==> src/rtl/mmc_arm_rotator.sv <==
`timescale 1ns/1ps
module mmc_arm_rotator #(
  parameter int NSM = 4,
  parameter int DTW = 6,
  localparam int LW = $clog2(NSM + 1) + 1,
  localparam int RW = (NSM > 1) ? $clog2(NSM) : 1
) (
  input  logic                 clk,
  input  logic                 rst_n,
  input  logic signed [LW-1:0] level,
  input  logic                 cycle_strobe,
  input  logic [DTW-1:0]       dead_time,
  output logic [NSM-1:0]       up_top,
  output logic [NSM-1:0]       up_bot,
  output logic [NSM-1:0]       lo_top,
  output logic [NSM-1:0]       lo_bot
);
  localparam int HALF = NSM / 2;
  localparam logic signed [LW-1:0] LMAX = LW'(HALF);
  localparam logic signed [LW-1:0] LMIN = -LMAX;

  logic [RW-1:0]         rot;
  logic signed [LW-1:0]  lvl_c;
  logic [LW-1:0]         n_up, n_lo;
  logic [2*NSM-1:0]      want, state;
  logic [DTW-1:0]        hold [2*NSM];

  assign lvl_c = (level > LMAX) ? LMAX : (level < LMIN) ? LMIN : level;
  assign n_up  = LW'(HALF - int'(lvl_c));
  assign n_lo  = LW'(HALF + int'(lvl_c));

  always_comb
    for (int s = 0; s < NSM; s++) begin
      want[s]       = int'(n_up) > ((s + NSM - int'(rot)) % NSM);
      want[NSM + s] = int'(n_lo) > ((s + NSM - int'(rot)) % NSM);
    end

  always_ff @(posedge clk or negedge rst_n)
    if (!rst_n)            rot <= '0;
    else if (cycle_strobe) rot <= (int'(rot) == NSM - 1) ? '0 : rot + 1'b1;

  always_ff @(posedge clk or negedge rst_n)
    if (!rst_n) begin
      state <= '0;
      for (int i = 0; i < 2*NSM; i++) hold[i] <= '0;
    end else begin
      for (int i = 0; i < 2*NSM; i++)
        if (want[i] != state[i]) begin
          state[i] <= want[i];
          hold[i]  <= dead_time;
        end else if (hold[i] != '0) begin
          hold[i]  <= hold[i] - 1'b1;
        end
    end

  always_comb
    for (int s = 0; s < NSM; s++) begin
      up_top[s] =  state[s]       && (hold[s] == '0);
      up_bot[s] = !state[s]       && (hold[s] == '0);
      lo_top[s] =  state[NSM + s] && (hold[NSM + s] == '0);
      lo_bot[s] = !state[NSM + s] && (hold[NSM + s] == '0);
    end
endmodule


==> config.mk <==
export PLATFORM = sky130hd
export DESIGN_NAME = mmc_arm_rotator
export DESIGN_NICKNAME = d
export VERILOG_FILES = /design/src/rtl/mmc_arm_rotator.sv
export SDC_FILE = /design/constraint.sdc
export NUM_CORES = 1
export LEC_CHECK = 0
export BUFFER_PORTS_ARGS = -buffer_cell sky130_fd_sc_hd__buf_2
export CORE_MARGIN = 2
export CORE_UTILIZATION = 56
export DETAILED_ROUTE_END_ITERATION = 16
export HOLD_SLACK_MARGIN = 0.02
export PLACE_DENSITY = 0.85
export RECOVER_POWER = 25
export SYNTH_ARGS = -nofsm -noshare
export SYNTH_HDL_FRONTEND = slang
export SYNTH_SLANG_ARGS = --single-unit
==> constraint.sdc <==
create_clock -name clk -period 3.3 [get_ports clk]
set_input_delay 0.165 -clock clk [delete_from_list [all_inputs] [get_ports clk]]
set_output_delay 0.165 -clock clk [all_outputs]
set_load 0.01 [all_outputs]
==> results.yml <==
die:
  core-area_um2: 6681
  fp.dieH_um: 86.50
  io_pins: 29
  initial_utilization_pct: 57.04
  rows: 30
  dieWidth_um: 86.50
  dieArea_um2: 7481
final_layout:
  syn_to_final_growth_pct: 12.61
  n_fill_cell: 519
  multi_input_comb_area_um2: 2247
  final_layout_size_suffix_gt1_share_pct: 26.72
  seqCellArea_um2: 1451
  finished_cell_area_um2: 4292
  final_nets: 442
  antenna_cells: 0
global_routing:
  largest_net_degree_at_the_start_of_global_routing: 35
  grt_overflow: 0
  grt_use_total_pct: 20.71
  grt_pass1_vias: 2605
  grt_pass1_wl_mm: 11.83
  grt_antenna_before_repair: 0
clocking:
  deepest_clock_path_buffer_count: 2
  clk_pin_slew_ns: 0.06
  clock_tree_from_tritoncts: "done"
  cts_htree_levels: 3
  tritoncts_num_sinks: 58
  clock_insertion_delay_worst_skew_ns: 0.34
  cts_repair_resize_count: 0
  ctsRootBufferMaster: "clkbuf_8"
  cts_inserted_buffers: 9
critical_path:
  regToRegStartpoint: "rot[1]$_DFFE_PN0P_"
  cp.arrival_ns: 3.03
  setup.worst_path.class: "primary input to flip-flop"
  worst_r2r_endpoint: "hold[42]$_DFFE_PN0P_"
  path_max_fanout: 6
  worst_setup_path_end_kind: "flip-flop"
  cp.required_ns: 3.52
  crit_path_start_kind: "primary input"
  ff2ff_setup_slack_ns: 0.79
  worst_r2r_path_depth: 8
drt:
  initialDrtViolationCount: 87
  dr.pass1.iters: 4
  wl_mm: 7.120
  routed-via-count: 2674
  drt-vias-per-instance: 5.480
  postRouteAntennaNets: 0
  detail_route.wl_per_cell_um: 14.59
  drcViolationCount: 0
place:
  place.port_buffers: 28
  post_dp_cell_area_um2: 4066
  gp_weighted_congestion: 0.8663
  dpl.hpwl_mm: 5.115
power:
  vdd_ir_drop_max_v: 0.0003535
  power-per-cell-area_nw_per_um2: 1005
  switching_share_pct: 36.69
  total_switching_power_mw: 1.583
  comb_power_share_pct: 49.8
  p_leak_nw: 1.916
  power_report.internal_total_mw: 2.731
  power.share.sequential_pct: 33.4
  p_clk_share_pct: 16.8
synthesis:
  synth.cells.most_frequent: "dfrtp_1, nor2_1, mux2_2"
  ys_dominant_reg_cell: "dfrtp_1"
  synth_seq_cells: 58
  post_synth_edffs: 0
  postSynthNetCount: 400
  synth_top_cell_area_share_pct: 38.08
  yosysSeqAreaShare_pct: 38.08
  postSynthCellCount: 361
  synth_most_common_cell: "dfrtp_1"
  netlist-cell-type-count: 31
  yosysWarnings: 0
  synth-async-reset-ratio_pct: 100.0
  synthesis.area_um2: 3811
  postSynthAreaPerCell_um2: 10.56
  yosys-top-cells-area: "dfrtp_1, mux2_2, ha_1"
  yosysTopAreaCell: "dfrtp_1"
status:
  status: "finished, final reports clean"
sta:
  timing.clock.skew_ns: 0.005762
  timing_hold_violations_final: 0
  final.setup.tns_ns: 0
  min_period_over_period_pct: 85.14
  timing.final.max_slew_violations: 0
  timing.max_slew.rel_slack_pct: 9.888
  rsz0062_at_grt: "no"
  finish_stage_setup_viols: 0
  min_period_ns: 2.810
  worst_pin_slew_ns: 1.352
  max_clock_freq_ghz: 0.3559
hold_path:
  whs_endpoint: "rot[1]$_DFFE_PN0P_"
  hold-path-cell-count: 2
  worstHoldPathType: "primary input to flip-flop"
  timing.hold.worst.start: "cycle_strobe"
flow_run:
  cap_violations: 0
-- layout by cell type (no fill, tap or decap), types with 2 or more instances in the layout --
| master | instances |
|---|---|
| clkbuf_8 | 10 |
| dfrtp_1 | 58 |
| and2_1 | 8 |
| xor2_2 | 4 |
| o21bai_1 | 2 |
| a21o_1 | 2 |
| ha_1 | 26 |
| clkbuf_1 | 2 |
| a21oi_1 | 28 |
| nand2b_2 | 3 |
| mux2i_1 | 9 |
| bufinv_16 | 2 |
| inv_1 | 30 |
| o21ai_0 | 8 |
| nand2_1 | 18 |
| or3_1 | 8 |
| mux2_4 | 15 |
| nor2_1 | 33 |
| xor2_4 | 4 |
| buf_2 | 27 |
| nor3b_1 | 10 |
| xnor2_1 | 19 |
| nor2b_1 | 2 |
| xor2_1 | 7 |
| mux2_2 | 31 |
| nor4_1 | 6 |
| or3b_2 | 2 |
| clkinv_2 | 2 |
| or3_4 | 4 |
| nor3_1 | 18 |
-- kinds of logic after synthesis --
group                    after synthesis  share of synthesized area, %
AO/OA/AOI/OAI                         44                         6.467
flip-flops                            58                         38.08
buffers and inverters                 30                         2.955
multiplexers                          55                         17.43
adder cells (fa/ha/maj)               26                         8.536
XOR/XNOR                              34                         10.57
AND/OR/NAND/NOR                      114                         15.96
-- worst max path at each step --
| stage | end | from | slack, ns |
|---|---|---|---|
| after global placement | hold[45]$_DFFE_PN0P_ | level[2] | 0.25 |
| after CTS | hold[42]$_DFFE_PN0P_ | level[2] | 0.52 |
| after floorplan | hold[24]$_DFFE_PN0P_ | level[1] | 0.12 |
| after detailed placement | hold[38]$_DFFE_PN0P_ | level[2] | 0.15 |
| after global routing | hold[33]$_DFFE_PN0P_ | level[3] | 0.30 |
| final | hold[41]$_DFFE_PN0P_ | level[3] | 0.49 |
-- critical path: stages --
cell	delay (ns)
buf_2	0.14
nand3_1	0.08
ha_1	0.33
nor3_1	0.25
inv_1	0.12
ha_1	0.31
inv_1	0.14
ha_1	0.27
a21oi_1	0.16
a21oi_1	0.06
or3_4	0.37
xor2_4	0.30
mux2_4	0.33
-- state kept, by name, summed over array words and instances, names as in the netlist --
register,count
hold,48
rot,2
state,8
-- stage by stage --
stage | worst slack, ns | hold WS [ns] | power, mW | util, % | instances
2_1_floorplan | 0.1174 | -0.1306 | 3.194 | - | 361
3_3_place_gp | 0.2454 | 0.1810 | 3.470 | 60.86 | 471
3_5_place_dp | 0.1506 | 0.1882 | 3.591 | 60.86 | 471
4_1_cts | 0.5221 | 0.02715 | 4.351 | 64.29 | 488
5_1_grt | 0.2999 | 0.04361 | 4.673 | 64.23 | 488
6_report | 0.4904 | 0.03798 | 4.315 | 64.23 | 488
-- metal layers --
| layer | GRT usage [%] | vias up | share of wire [%] |
|---|---|---|---|
| met5 | 0 | - | 0 |
| met4 | 8.665 | 0 | 2.1 |
| met3 | 4.286 | 13 | 2.8 |
| met2 | 35.10 | 35 | 49 |
| met1 | 25.73 | 1295 | 46 |
| li1 | - | 1331 | - |
-- power by group through the flow --
stage,registers (mW),clock network (mW),logic (mW)
2_1_floorplan,1.37,0,1.82
3_3_place_gp,1.43,0,2.04
3_5_place_dp,1.44,0,2.15
4_1_cts,1.44,0.742,2.17
5_1_grt,1.49,0.771,2.41
6_report,1.44,0.724,2.15
-- cell type report --
| type | count | share of cell area [%] |
|---|---|---|
| clock buffer | 11 | 3.294 |
| clock inverter | 5 | 1.808 |
| inverter | 30 | 2.624 |
| multi-input combinational | 273 | 52.36 |
| sequential | 58 | 33.82 |
| tap | 80 | 2.332 |
| timing repair buffer | 31 | 3.761 |
-- timing repair --
| item | 4_1_cts | 5_1_grt |
|---|---|---|
| setup buffers | 0 | 0 |
| hold buffers | 1 | 0 |
| endpoints found under the hold margin | 24 | 0 |
Note: power is estimated with default switching activity, not from simulation.
